**src/rtl/cdiv_pkg.sv**
```systemverilog
`timescale 1ns/1ps
package cdiv_pkg;
    localparam int unsigned REG_W    = 32;
    localparam int unsigned EN_POS   = 0;
    localparam int unsigned HI_POS   = 8;
    localparam int unsigned LO_POS   = 16;
    localparam int unsigned GATE_POS = 0;
    localparam int unsigned CFG_OFS  = 0;
    localparam int unsigned GATE_OFS = 4;

    typedef enum logic {
        PH_LOW  = 1'b0,
        PH_HIGH = 1'b1
    } phase_e;
endpackage

```
**src/rtl/cdiv_regs.sv**
```systemverilog
`timescale 1ns/1ps
module cdiv_regs
    import cdiv_pkg::*;
#(
    parameter int unsigned CNT_W    = 4,
    parameter int unsigned ADDR_W   = 4,
    parameter bit          HAS_GATE = 1'b1
) (
    input  logic               clk,
    input  logic               rst_n,
    input  logic               req_valid,
    output logic               req_ready,
    input  logic               req_write,
    input  logic [ADDR_W-1:0]  req_addr,
    input  logic [REG_W-1:0]   req_wdata,
    output logic               rsp_valid,
    output logic [REG_W-1:0]   rsp_rdata,
    output logic               cfg_en,
    output logic [CNT_W-1:0]   cfg_hi,
    output logic [CNT_W-1:0]   cfg_lo,
    output logic               gate_req
);
    localparam logic [REG_W-1:0]  FIELD_ONES = REG_W'((64'd1 << CNT_W) - 64'd1);
    localparam logic [REG_W-1:0]  CFG_MASK   = (REG_W'(1) << EN_POS)
                                             | (FIELD_ONES << HI_POS)
                                             | (FIELD_ONES << LO_POS);
    localparam logic [ADDR_W-1:0] A_CFG      = ADDR_W'(CFG_OFS);
    localparam logic [ADDR_W-1:0] A_GATE     = ADDR_W'(GATE_OFS);
    localparam logic              GATE_RST   = !HAS_GATE;

    typedef struct packed {
        logic [REG_W-1:0] cfg;
        logic             gate;
        logic             rsp_v;
        logic [REG_W-1:0] rsp_d;
    } regs_t;

    regs_t cur_q, nxt_d;
    logic  accept;

    always_comb begin
        nxt_d       = cur_q;
        accept      = req_valid && !cur_q.rsp_v;
        nxt_d.rsp_v = accept && !req_write;
        if (accept && req_write) begin
            if (req_addr == A_CFG) begin
                nxt_d.cfg = req_wdata & CFG_MASK;
            end
            if (HAS_GATE && (req_addr == A_GATE)) begin
                nxt_d.gate = req_wdata[GATE_POS];
            end
        end
        if (accept && !req_write) begin
            if (req_addr == A_CFG) begin
                nxt_d.rsp_d = cur_q.cfg;
            end else if (req_addr == A_GATE) begin
                nxt_d.rsp_d = REG_W'(cur_q.gate) << GATE_POS;
            end else begin
                nxt_d.rsp_d = '0;
            end
        end
    end

    always_ff @(posedge clk or negedge rst_n) begin
        if (!rst_n) begin
            cur_q      <= '0;
            cur_q.gate <= GATE_RST;
        end else begin
            cur_q <= nxt_d;
        end
    end

    assign req_ready = !cur_q.rsp_v;
    assign rsp_valid = cur_q.rsp_v;
    assign rsp_rdata = cur_q.rsp_d;
    assign cfg_en    = cur_q.cfg[EN_POS];
    assign cfg_hi    = cur_q.cfg[HI_POS +: CNT_W];
    assign cfg_lo    = cur_q.cfg[LO_POS +: CNT_W];
    assign gate_req  = cur_q.gate;

    // a response only follows a read accepted on the previous edge
    p_rsp_after_read_r10: assert property (@(posedge clk) disable iff (!rst_n)
        rsp_valid |-> $past(req_valid && req_ready && !req_write))
        else $error("p_rsp_after_read_r10");
endmodule

```
**src/rtl/cdiv_phase.sv**
```systemverilog
`timescale 1ns/1ps
module cdiv_phase
    import cdiv_pkg::*;
#(
    parameter int unsigned CNT_W = 4
) (
    input  logic             clk,
    input  logic             rst_n,
    input  logic             cfg_en,
    input  logic [CNT_W-1:0] cfg_hi,
    input  logic [CNT_W-1:0] cfg_lo,
    output logic             div_en,
    output logic             div_lvl,
    output logic             quiet_next
);
    typedef struct packed {
        logic             en;
        logic [CNT_W-1:0] hi;
        logic [CNT_W-1:0] lo;
        phase_e           ph;
        logic [CNT_W-1:0] cnt;
    } phase_t;

    phase_t st_q, st_d;
    logic   period_end;

    always_comb begin
        st_d       = st_q;
        period_end = !st_q.en || ((st_q.cnt == '0) && (st_q.ph == PH_LOW));
        if (period_end) begin
            st_d.en  = cfg_en;
            st_d.hi  = cfg_hi;
            st_d.lo  = cfg_lo;
            st_d.ph  = cfg_en ? PH_HIGH : PH_LOW;
            st_d.cnt = cfg_en ? cfg_hi : '0;
        end else if (st_q.cnt != '0) begin
            st_d.cnt = st_q.cnt - 1'b1;
        end else begin
            st_d.ph  = PH_LOW;
            st_d.cnt = st_q.lo;
        end
        quiet_next = !(st_d.en && (st_d.ph == PH_HIGH));
    end

    always_ff @(posedge clk or negedge rst_n) begin
        if (!rst_n) begin
            st_q <= '0;
        end else begin
            st_q <= st_d;
        end
    end

    assign div_en  = st_q.en;
    assign div_lvl = (st_q.ph == PH_HIGH);

    // remaining high count never exceeds the captured high length
    p_high_bound_r3: assert property (@(posedge clk) disable iff (!rst_n)
        (st_q.en && st_q.ph == PH_HIGH) |-> (st_q.cnt <= st_q.hi))
        else $error("p_high_bound_r3");

    // remaining low count never exceeds the captured low length
    p_low_bound_r4: assert property (@(posedge clk) disable iff (!rst_n)
        (st_q.en && st_q.ph == PH_LOW) |-> (st_q.cnt <= st_q.lo))
        else $error("p_low_bound_r4");

    // high-to-low turn happens only after the high count ran out
    p_turn_at_zero_r5: assert property (@(posedge clk) disable iff (!rst_n)
        ($past(st_q.en) && st_q.en && $past(st_q.ph == PH_HIGH) && (st_q.ph == PH_LOW))
            |-> ($past(st_q.cnt) == '0))
        else $error("p_turn_at_zero_r5");

    // captured lengths stay put unless the previous cycle closed a period
    p_shadow_hold_r6: assert property (@(posedge clk) disable iff (!rst_n)
        !$past(period_end) |-> ($stable(st_q.hi) && $stable(st_q.lo) && $stable(st_q.en)))
        else $error("p_shadow_hold_r6");
endmodule

```
**src/rtl/cdiv_gate.sv**
```systemverilog
`timescale 1ns/1ps
module cdiv_gate #(
    parameter bit RST_ON = 1'b0
) (
    input  logic clk,
    input  logic rst_n,
    input  logic gate_req,
    input  logic quiet_next,
    output logic gate_on
);
    logic live_q, live_d;
    logic on_q;

    always_comb begin
        live_d = quiet_next ? gate_req : live_q;
    end

    always_ff @(posedge clk or negedge rst_n) begin
        if (!rst_n) begin
            live_q <= RST_ON;
        end else begin
            live_q <= live_d;
        end
    end

    // retimed on the falling edge so a bypassed clock is gated while low
    always_ff @(negedge clk or negedge rst_n) begin
        if (!rst_n) begin
            on_q <= RST_ON;
        end else begin
            on_q <= live_q;
        end
    end

    assign gate_on = on_q;
endmodule

```
**src/rtl/duty_clk_div.sv**
```systemverilog
`timescale 1ns/1ps
module duty_clk_div
    import cdiv_pkg::*;
#(
    parameter int unsigned CNT_W    = 4,
    parameter int unsigned ADDR_W   = 4,
    parameter bit          HAS_GATE = 1'b1
) (
    input  logic              clk,
    input  logic              rst_n,
    input  logic              req_valid,
    output logic              req_ready,
    input  logic              req_write,
    input  logic [ADDR_W-1:0] req_addr,
    input  logic [31:0]       req_wdata,
    output logic              rsp_valid,
    output logic [31:0]       rsp_rdata,
    output logic              clk_out
);
    logic             cfg_en;
    logic [CNT_W-1:0] cfg_hi;
    logic [CNT_W-1:0] cfg_lo;
    logic             gate_req;
    logic             div_en;
    logic             div_lvl;
    logic             quiet_next;
    logic             gate_on;

    cdiv_regs #(
        .CNT_W    (CNT_W),
        .ADDR_W   (ADDR_W),
        .HAS_GATE (HAS_GATE)
    ) u_regs (
        .clk       (clk),
        .rst_n     (rst_n),
        .req_valid (req_valid),
        .req_ready (req_ready),
        .req_write (req_write),
        .req_addr  (req_addr),
        .req_wdata (req_wdata),
        .rsp_valid (rsp_valid),
        .rsp_rdata (rsp_rdata),
        .cfg_en    (cfg_en),
        .cfg_hi    (cfg_hi),
        .cfg_lo    (cfg_lo),
        .gate_req  (gate_req)
    );

    cdiv_phase #(
        .CNT_W (CNT_W)
    ) u_phase (
        .clk        (clk),
        .rst_n      (rst_n),
        .cfg_en     (cfg_en),
        .cfg_hi     (cfg_hi),
        .cfg_lo     (cfg_lo),
        .div_en     (div_en),
        .div_lvl    (div_lvl),
        .quiet_next (quiet_next)
    );

    cdiv_gate #(
        .RST_ON (!HAS_GATE)
    ) u_gate (
        .clk        (clk),
        .rst_n      (rst_n),
        .gate_req   (gate_req),
        .quiet_next (quiet_next),
        .gate_on    (gate_on)
    );

    assign clk_out = (div_en ? div_lvl : clk) & gate_on;

    // in divide mode the gate never moves across a cycle where the output is high
    p_gate_steady_r8: assert property (@(posedge clk) disable iff (!rst_n)
        (div_en && div_lvl) |-> $stable(gate_on))
        else $error("p_gate_steady_r8");
endmodule

```
**config.mk**
```make
export PLATFORM = sky130hd
export DESIGN_NAME = duty_clk_div
export DESIGN_NICKNAME = d
export VERILOG_FILES = /design/src/rtl/cdiv_pkg.sv /design/src/rtl/cdiv_regs.sv /design/src/rtl/cdiv_phase.sv /design/src/rtl/cdiv_gate.sv /design/src/rtl/duty_clk_div.sv
export SDC_FILE = /design/constraint.sdc
export NUM_CORES = 1
export LEC_CHECK = 0
export ABC_CLOCK_PERIOD_IN_PS = 2000
export CORE_UTILIZATION = 40
export CTS_BUF_LIST = sky130_fd_sc_hd__clkbuf_16
export DETAILED_ROUTE_END_ITERATION = 16
export GPL_TIMING_DRIVEN = 0
export HOLD_SLACK_MARGIN = 0.08
export PLACE_DENSITY = 0.79
export SYNTH_ARGS = -nofsm -noshare
export SYNTH_HDL_FRONTEND = slang
export SYNTH_SLANG_ARGS = --single-unit
```
**constraint.sdc**
```tcl
create_clock -name clk -period 2 [get_ports clk]
set_clock_uncertainty 0.1 [all_clocks]
set_input_delay 0.6 -clock clk [delete_from_list [all_inputs] [get_ports clk]]
set_output_delay 0.6 -clock clk [all_outputs]
set_load 0.02 [all_outputs]
```
==> results of run 1 <==
## synthesized netlist by cell type
| cell type | n |
|---|---|
| clkbuf_1 | 2 |
| a21boi_0 | 1 |
| o41a_1 | 1 |
| mux2_1 | 3 |
| dfrtp_1 | 31 |
| or3b_2 | 2 |
| or2_2 | 1 |
| ha_1 | 1 |
| nor2_2 | 1 |
| o21ai_0 | 2 |
| nand2_2 | 1 |
| or4b_4 | 1 |
| nand4_1 | 1 |
| a2bb2oi_1 | 1 |
| a21oi_1 | 2 |
| or4_4 | 1 |
| a21o_1 | 1 |
| buf_4 | 23 |
| a22o_1 | 8 |
| nor4b_1 | 1 |
| a32o_1 | 1 |
| mux2_2 | 11 |
| nor2_8 | 1 |
| nor2b_1 | 4 |
| o21ba_2 | 1 |
| nor3b_1 | 1 |
| mux2i_1 | 5 |
| o21bai_1 | 1 |
| o211ai_1 | 1 |
| o31ai_1 | 1 |
| inv_1 | 6 |
| conb_1 | 1 |
| dfrtn_1 | 1 |
| nand3b_1 | 1 |
| nand2_1 | 8 |
| nand2b_1 | 1 |
## critical path, cell delays in order, from the launching register on
cell and delay, ns:
dfrtn_1 0.38, a21boi_4 0.16, buf_6 0.13
## repair_timing
action	in CTS	in global routing
hold buffers	0	0
setup endpoints to repair	26	6
gates resized for setup	29	2
cloned	1	0
setup buffers	0	0
hold endpoints to repair	0	0
pin swaps	3	0
## path summary, 6_finish.rpt
path / startpoint / endpoint / slack, ns / depth (start not counted)
min: rst_n / u_regs.cfg_lo[1] / 0.16 / 1
max in group asynchronous: rst_n / u_gate.gate_on / 0.31 / 1
min reg2reg: u_regs.rsp_rdata[0] / u_regs.rsp_rdata[0] / 0.37 / 2
min in group clk: u_regs.rsp_rdata[0] / u_regs.rsp_rdata[0] / 0.37 / 2
max reg2reg: u_phase.st_q[0] / u_phase.st_q[6] / 0.09 / 5
max: u_gate.gate_on / clk_out / -0.79 / 2
## final cells by class
type	instances	share of cell area [%]
Timing Repair Buffer	27	11.0
Tap cell	48	2.67
Inverter	6	1.00
Clock buffer	9	9.42
Multi-Input combinational cell	90	31.9
Sequential cell	32	35.7
Clock inverter	3	0.501
Buffer	24	7.86
## logic make-up after synthesis
logic type      Yosys count
flops                    32
buf+inv                  31
simple gates             25
compound gates           21
mux                      19
fa+ha+maj                 1
other cells               1
## state kept, by name, summed over array words and instances (netlist names)
name / cells
u_regs.cfg_en: 1
u_regs.cfg_lo: 4
u_regs.rsp_rdata: 9
u_regs.rsp_valid: 1
u_regs.gate_req: 1
u_gate.live_q: 1
u_gate.gate_on: 1
u_regs.cfg_hi: 4
u_phase.div_en: 1
u_phase.st_q: 8
u_phase.div_lvl: 1
## report_power, final
group,switching [uW],internal [uW],total [uW],leakage [uW]
clock,320,734,1050,0.000124
combinational,317,377,693,0.000621
sequential,147,794,940,0.000425
## layer usage
layer / up-vias / GRT usage (%)
li1: 533 / -
met1: 523 / 20.9
met2: 47 / 27.2
met3: 8 / 7.39
met4: 0 / 13.9
met5: - / 0
## per-stage QoR
step	cells	util, %	power [uW]	instance area, um2	setup slack [ns]
after floorplan	152	-	1460	1660	-0.290
after global placement	228	53.9	1620	2000	-1.26
after detailed placement	228	53.7	1640	2000	-0.814
after CTS	239	60.1	2680	2230	-0.807
after global routing	239	60.4	2840	2250	-0.835
final	239	60.4	2690	2250	-0.793
## placed cells by master (no fill, tap or decap), drive strengths merged, types with 2 or more instances in the layout
master | netlist | final
a21oi | 2 | 2
a22o | 8 | 8
buf | 23 | 25
clkbuf | 2 | 9
clkdlybuf4s50 | 0 | 12
conb | 1 | 23
dfrtp | 31 | 31
dlygate4sd2 | 0 | 14
inv | 6 | 8
mux2 | 14 | 14
mux2i | 5 | 5
nand2 | 9 | 9
nor2 | 2 | 3
nor2b | 4 | 4
o21ai | 2 | 2
or3b | 2 | 2
==> metrics.md, run 1 <==
| Metric | Value |
|---|---|
| Filler Cells Inserted | `335` |
| Synth Area in XOR/XNOR | `0%` |
| Top post-synthesis cells by area | `dfrtp_1 49%, buf_4 11%, mux2_2 7.9%` |
| Diode count | `0` |
| Pwr dens | `1200 nW/um2` |
| CTS clock-pin slew for the worst setup and hold paths | `0.05 ns` |
| WL/cell | `between 10 and 15 um` |
| Drt total wl | `just over 3000 um` |
| Worst Hold Class | `in2async` |
| P_leak | `~0.0012 uW` |
| Initial drt markers | `14` |
| Netlist Area Pre-Place | `around 1600 um2` |
| Post-synthesis mux area share | `13.2%` |
| Outcome | `complete, but fails checks` |
| Crit path max fanout | `1` |
| DIE WIDTH | `between 60 and 70 um` |
| Layout cells sized above 1 | `30.4%` |
| Global-route wire length before repair | `5360 um` |
| Vias in the first global route | `roughly 1100` |
| Cells after synthesis | `130` |
| Main combinational cell family by area after synthesis | `multiplexers` |
| Rows | `22` |
| Ports | `75` |
| Area Growth Syn to Fin | `43.3%` |
| Mean cell area of the mapped netlist | `12.1 um2` |
| Top cell type's share of synthesized area | `49.5%` |
| Number of setup violations in the final report | `2` |
| Die area | `4170 um2` |
| Initial antenna violation count | `0` |
| Clock Latency Late Sink | `0.38 ns` |
| GR Overflow Total | `0` |
| GPL Wtd Cong | `0.776` |
| Pin slew with the least headroom to its limit | `approximately 0.70 ns` |
| WP data arrival | `2.09 ns` |
| Initial core utilization | `a little over two fifths` |
| Vias | `1111` |
| Post-Synth Adder-Cell Area | `0.798%` |
| Max-slew violation count | `0` |
| Multi-input gate area | `716 um2` |
| Total track usage | `between 15 and 20%` |
| # Max-Cap Violations | `0` |
| Setup TNS | `-0.793 ns` |
| Core Region | `3720 um2` |
| Met3 WL | `232 um` |
| Critical Path RT | `between 1 and 1.5 ns` |
| Synth Area in Simple Gates | `11.0%` |
| HPWL Detailed | `2110 um` |
| Number of warnings issued by yosys | `0` |
| Routed Antenna Nets | `0` |
| Crit Path Category | `reg2out` |
| Slew margin rel. | `53.3%` |
| Synth area leader | `dfrtp_1` |
| Top Metal Used | `met4` |
| Pin count of the biggest net entering global routing | `33` |
| Failing checks | `setup timing` |
| Port bufs | `28` |
| Routed wl met2 | `1420 um` |
| Post-synth cell types | `36` |
| DR DRC count | `0` |
| DR vias/cell | `~4.6` |
| Final WS setup | `-0.793 ns` |
| Nets | `231` |
| Seq. cell area | `about 800 um2` |
| Drt pass-1 iters | `4` |
| CP endpoint kind | `output port` |
| Register area share after synthesis | `51.1%` |
| Metal-1 WL | `1370 um` |
| CP Launch Type | `flop` |
| CTS tree | `yes` |
| Die H | `64.6 um` |
| Yosys reg bits | `32` |
| Complex-gate fraction of the synthesized area | `10.7%` |
| RSZ-0062 raised after global routing | `true` |
| Hold Violations, Final | `0` |
| Worst vdd ir | `about 0.6 mV` |
| Hold_ws | `between 0.15 and 0.2 ns` |
Note: power is estimated with default switching activity, not from simulation.
==> run 2: changes to the inputs <==
--- a/config.mk
+++ b/config.mk
@@ -6,12 +6,14 @@
 export NUM_CORES = 1
 export LEC_CHECK = 0
 export ABC_CLOCK_PERIOD_IN_PS = 2000
-export CORE_UTILIZATION = 40
+export CELL_PAD_IN_SITES_DETAIL_PLACEMENT = 1
+export CELL_PAD_IN_SITES_GLOBAL_PLACEMENT = 1
+export CORE_UTILIZATION = 30
 export CTS_BUF_LIST = sky130_fd_sc_hd__clkbuf_16
 export DETAILED_ROUTE_END_ITERATION = 16
 export GPL_TIMING_DRIVEN = 0
 export HOLD_SLACK_MARGIN = 0.08
-export PLACE_DENSITY = 0.79
+export PLACE_DENSITY_LB_ADDON = 0.1
 export SYNTH_ARGS = -nofsm -noshare
 export SYNTH_HDL_FRONTEND = slang
 export SYNTH_SLANG_ARGS = --single-unit
==> run 2 against run 1 <==
  * The flow still finishes with violations (setup timing)
  * Hold slack better by 0.0099 ns
  * Global-route usage is 3.2 points lower
  * Count of clock-buffer cells in the layout stayed put
  * Combinational power is 2% higher
  * Cell area is 0.11% higher
  * Sequential share of layout area hardly changed
  * Register-to-register slack worse by 0.04 ns
  * Critical path type unchanged
==> metrics.md, run 2 (synthesis gave the netlist of run 1 again) <==
| Metric | Value |
|---|---|
| Outcome | `complete, but fails checks` |
| Failing checks | `setup timing` |
| Reg2Reg Setup Slack | `approximately 0.05 ns` |
| Worst Hold Class | `in2async` |
| Diode count | `0` |
| Die area | `5520 um2` |
| WP data arrival | `~2.1 ns` |
| Final WS setup | `-0.790 ns` |
| Pwr dens | `1200 nW/um2` |
| Reg-to-Reg End | `u_phase.st_q[7]` |
| Routed Antenna Nets | `0` |
| Rows | `25` |
| RSZ-0062 raised after global routing | `true` |
| Drt total wl | `3510 um` |
| Hold_ws | `around 0.17 ns` |
| Commonest non-fill, non-tap cell in the layout | `dfrtp_1` |
| Most frequent cells in the layout | `31 x dfrtp_1, 23 x buf_4, 23 x conb_1` |
| R2R cell count | `5` |
| DR vias/cell | `4.45` |
| Total track usage | `15.1%` |
| Filler Cells Inserted | `about 550` |
| Finished Cell Area | `2250 um2` |
| Placed cell area | `2020 um2` |
| Number of flip-flops under the largest register name | `9` |
| Area Growth Syn to Fin | `43.4%` |
| Core Region | `4880 um2` |
| Reg-to-reg critical path startpoint | `u_phase.st_q[0]` |
| CTS clock-pin slew for the worst setup and hold paths | `0.05 ns` |
| Crit path max fanout | `1` |
| Worst vdd ir | `0.473 mV` |
| Layout cells sized above 1 | `30.4%` |
| Critical Path RT | `roughly 1.3 ns` |
| Post-CTS Setup Bufs | `0` |
| Seq. cell area | `801 um2` |
| Global-route wire length before repair | `5850 um` |
| Initial drt markers | `just over 40` |
| CP Launch Point | `u_gate.gate_on` |
| Slew margin rel. | `52.2%` |
| CP endpoint kind | `output port` |
| Sw Share | `roughly 30%` |
| Nets | `231` |
| Initial core utilization | `32.1%` |
| DR DRC count | `0` |
| Grt met1 use | `between 10% and 20%` |
| Psw | `804 uW` |
| HPWL Detailed | `roughly 2500 um` |
| Max-slew violation count | `0` |
| Hold_buf cts | `0` |
| CP Launch Type | `flop` |
| Pin slew with the least headroom to its limit | `0.718 ns` |
| Number of setup violations in the final report | `2` |
| Initial antenna violation count | `0` |
| P_leak | `roughly 0.0012 uW` |
| Comb power frac | `between 20% and 30%` |
| Ports | `75` |
| Vias in the first global route | `about 1200` |
| Seq pwr share | `between 30% and 40%` |
| M3 GR Usage | `6.64%` |
| Vias | `1148` |
| Met2 capacity usage during global routing | `23.8%` |
| Port bufs | `28` |
| GPL Wtd Cong | `around 0.8` |
| WL/cell | `approximately 14 um` |
| Internal power | `1890 uW` |
| Crit Path Category | `reg2out` |
| Pin count of the biggest net entering global routing | `33` |
| Drt pass-1 iters | `4` |
| Hold Violations, Final | `0` |
| CTS tree | `yes` |
| Multi-input gate area | `roughly 700 um2` |
| DIE WIDTH | `between 70 and 80 um` |
| # Max-Cap Violations | `0` |
| GR Overflow Total | `0` |
| Die H | `74.3 um` |
| Clock power share | `38.8%` |
| Gr busiest metal | `met2` |
| Clock Latency Late Sink | `between 0.3 and 0.4 ns` |
-- run 2: cell types whose count changed in the layout (fill, tap and decap cells not counted) --
cell | previous run | this run
mux2_4 | 8 | 2
mux2_2 | 5 | 10
clkbuf_1 | 1 | 0
mux2_1 | 1 | 2
clkbuf_2 | 0 | 1
-- run 2: repair_timing --
item                                    CTS  global route
pin swaps                                 3             1
endpoints found under the setup margin   26            13
resized for setup                        24             3
cloned                                    1             0
-- run 2: final cells by class --
type	instances	area share, %
buffer	24	7.90
timing repair buffer	27	11.0
sequential	32	35.6
multi-input combinational	90	30.8
clock buffer	9	9.40
clock inverter	3	0.501
tap	67	3.73
inverter	6	1.00
-- run 2: per-layer routing --
metal / up-vias / part of all wire [%]
met1: 572 / 42
li1: 533 / -
met5: - / 0
met3: 6 / 6.4
met4: 0 / 1.3
met2: 37 / 50
-- run 2: worst max path at each step --
stage	slack (ns)	depth (start not counted)	end
4_1_cts	-0.80	2	clk_out
5_1_grt	-0.82	2	clk_out
3_3_place_gp	-1.33	1	u_gate.gate_on
3_5_place_dp	-0.81	2	clk_out
6_report	-0.79	2	clk_out
2_1_floorplan	-0.29	1	clk_out
-- run 2: power by group through the flow --
stage          sequential [uW]  combinational, uW  clock [uW]
3_3_place_gp               923                662        58.3
2_1_floorplan              889                527        45.5
3_5_place_dp               926                683        58.3
5_1_grt                    971                777        1110
4_1_cts                    938                690        1070
6_report                   940                709        1050
-- run 2: worst max-delay path, stage by stage (launching register included) --
cell and delay (ns):
dfrtn_1 0.38, a21boi_4 0.16, buf_6 0.12
-- run 2: metrics by stage --
step | cells | worst slack [ns] | total power [uW] | setup TNS [ns] | utilization [%]
global route | 258 | -0.821 | 2860 | -0.821 | 46.1
floorplan | 152 | -0.290 | 1460 | -0.290 | -
finish | 258 | -0.790 | 2700 | -0.790 | 46.1
detailed placement | 247 | -0.806 | 1670 | -8.64 | 41.4
CTS | 258 | -0.795 | 2700 | -0.795 | 45.9
global placement | 247 | -1.33 | 1640 | -22.72 | 41.5
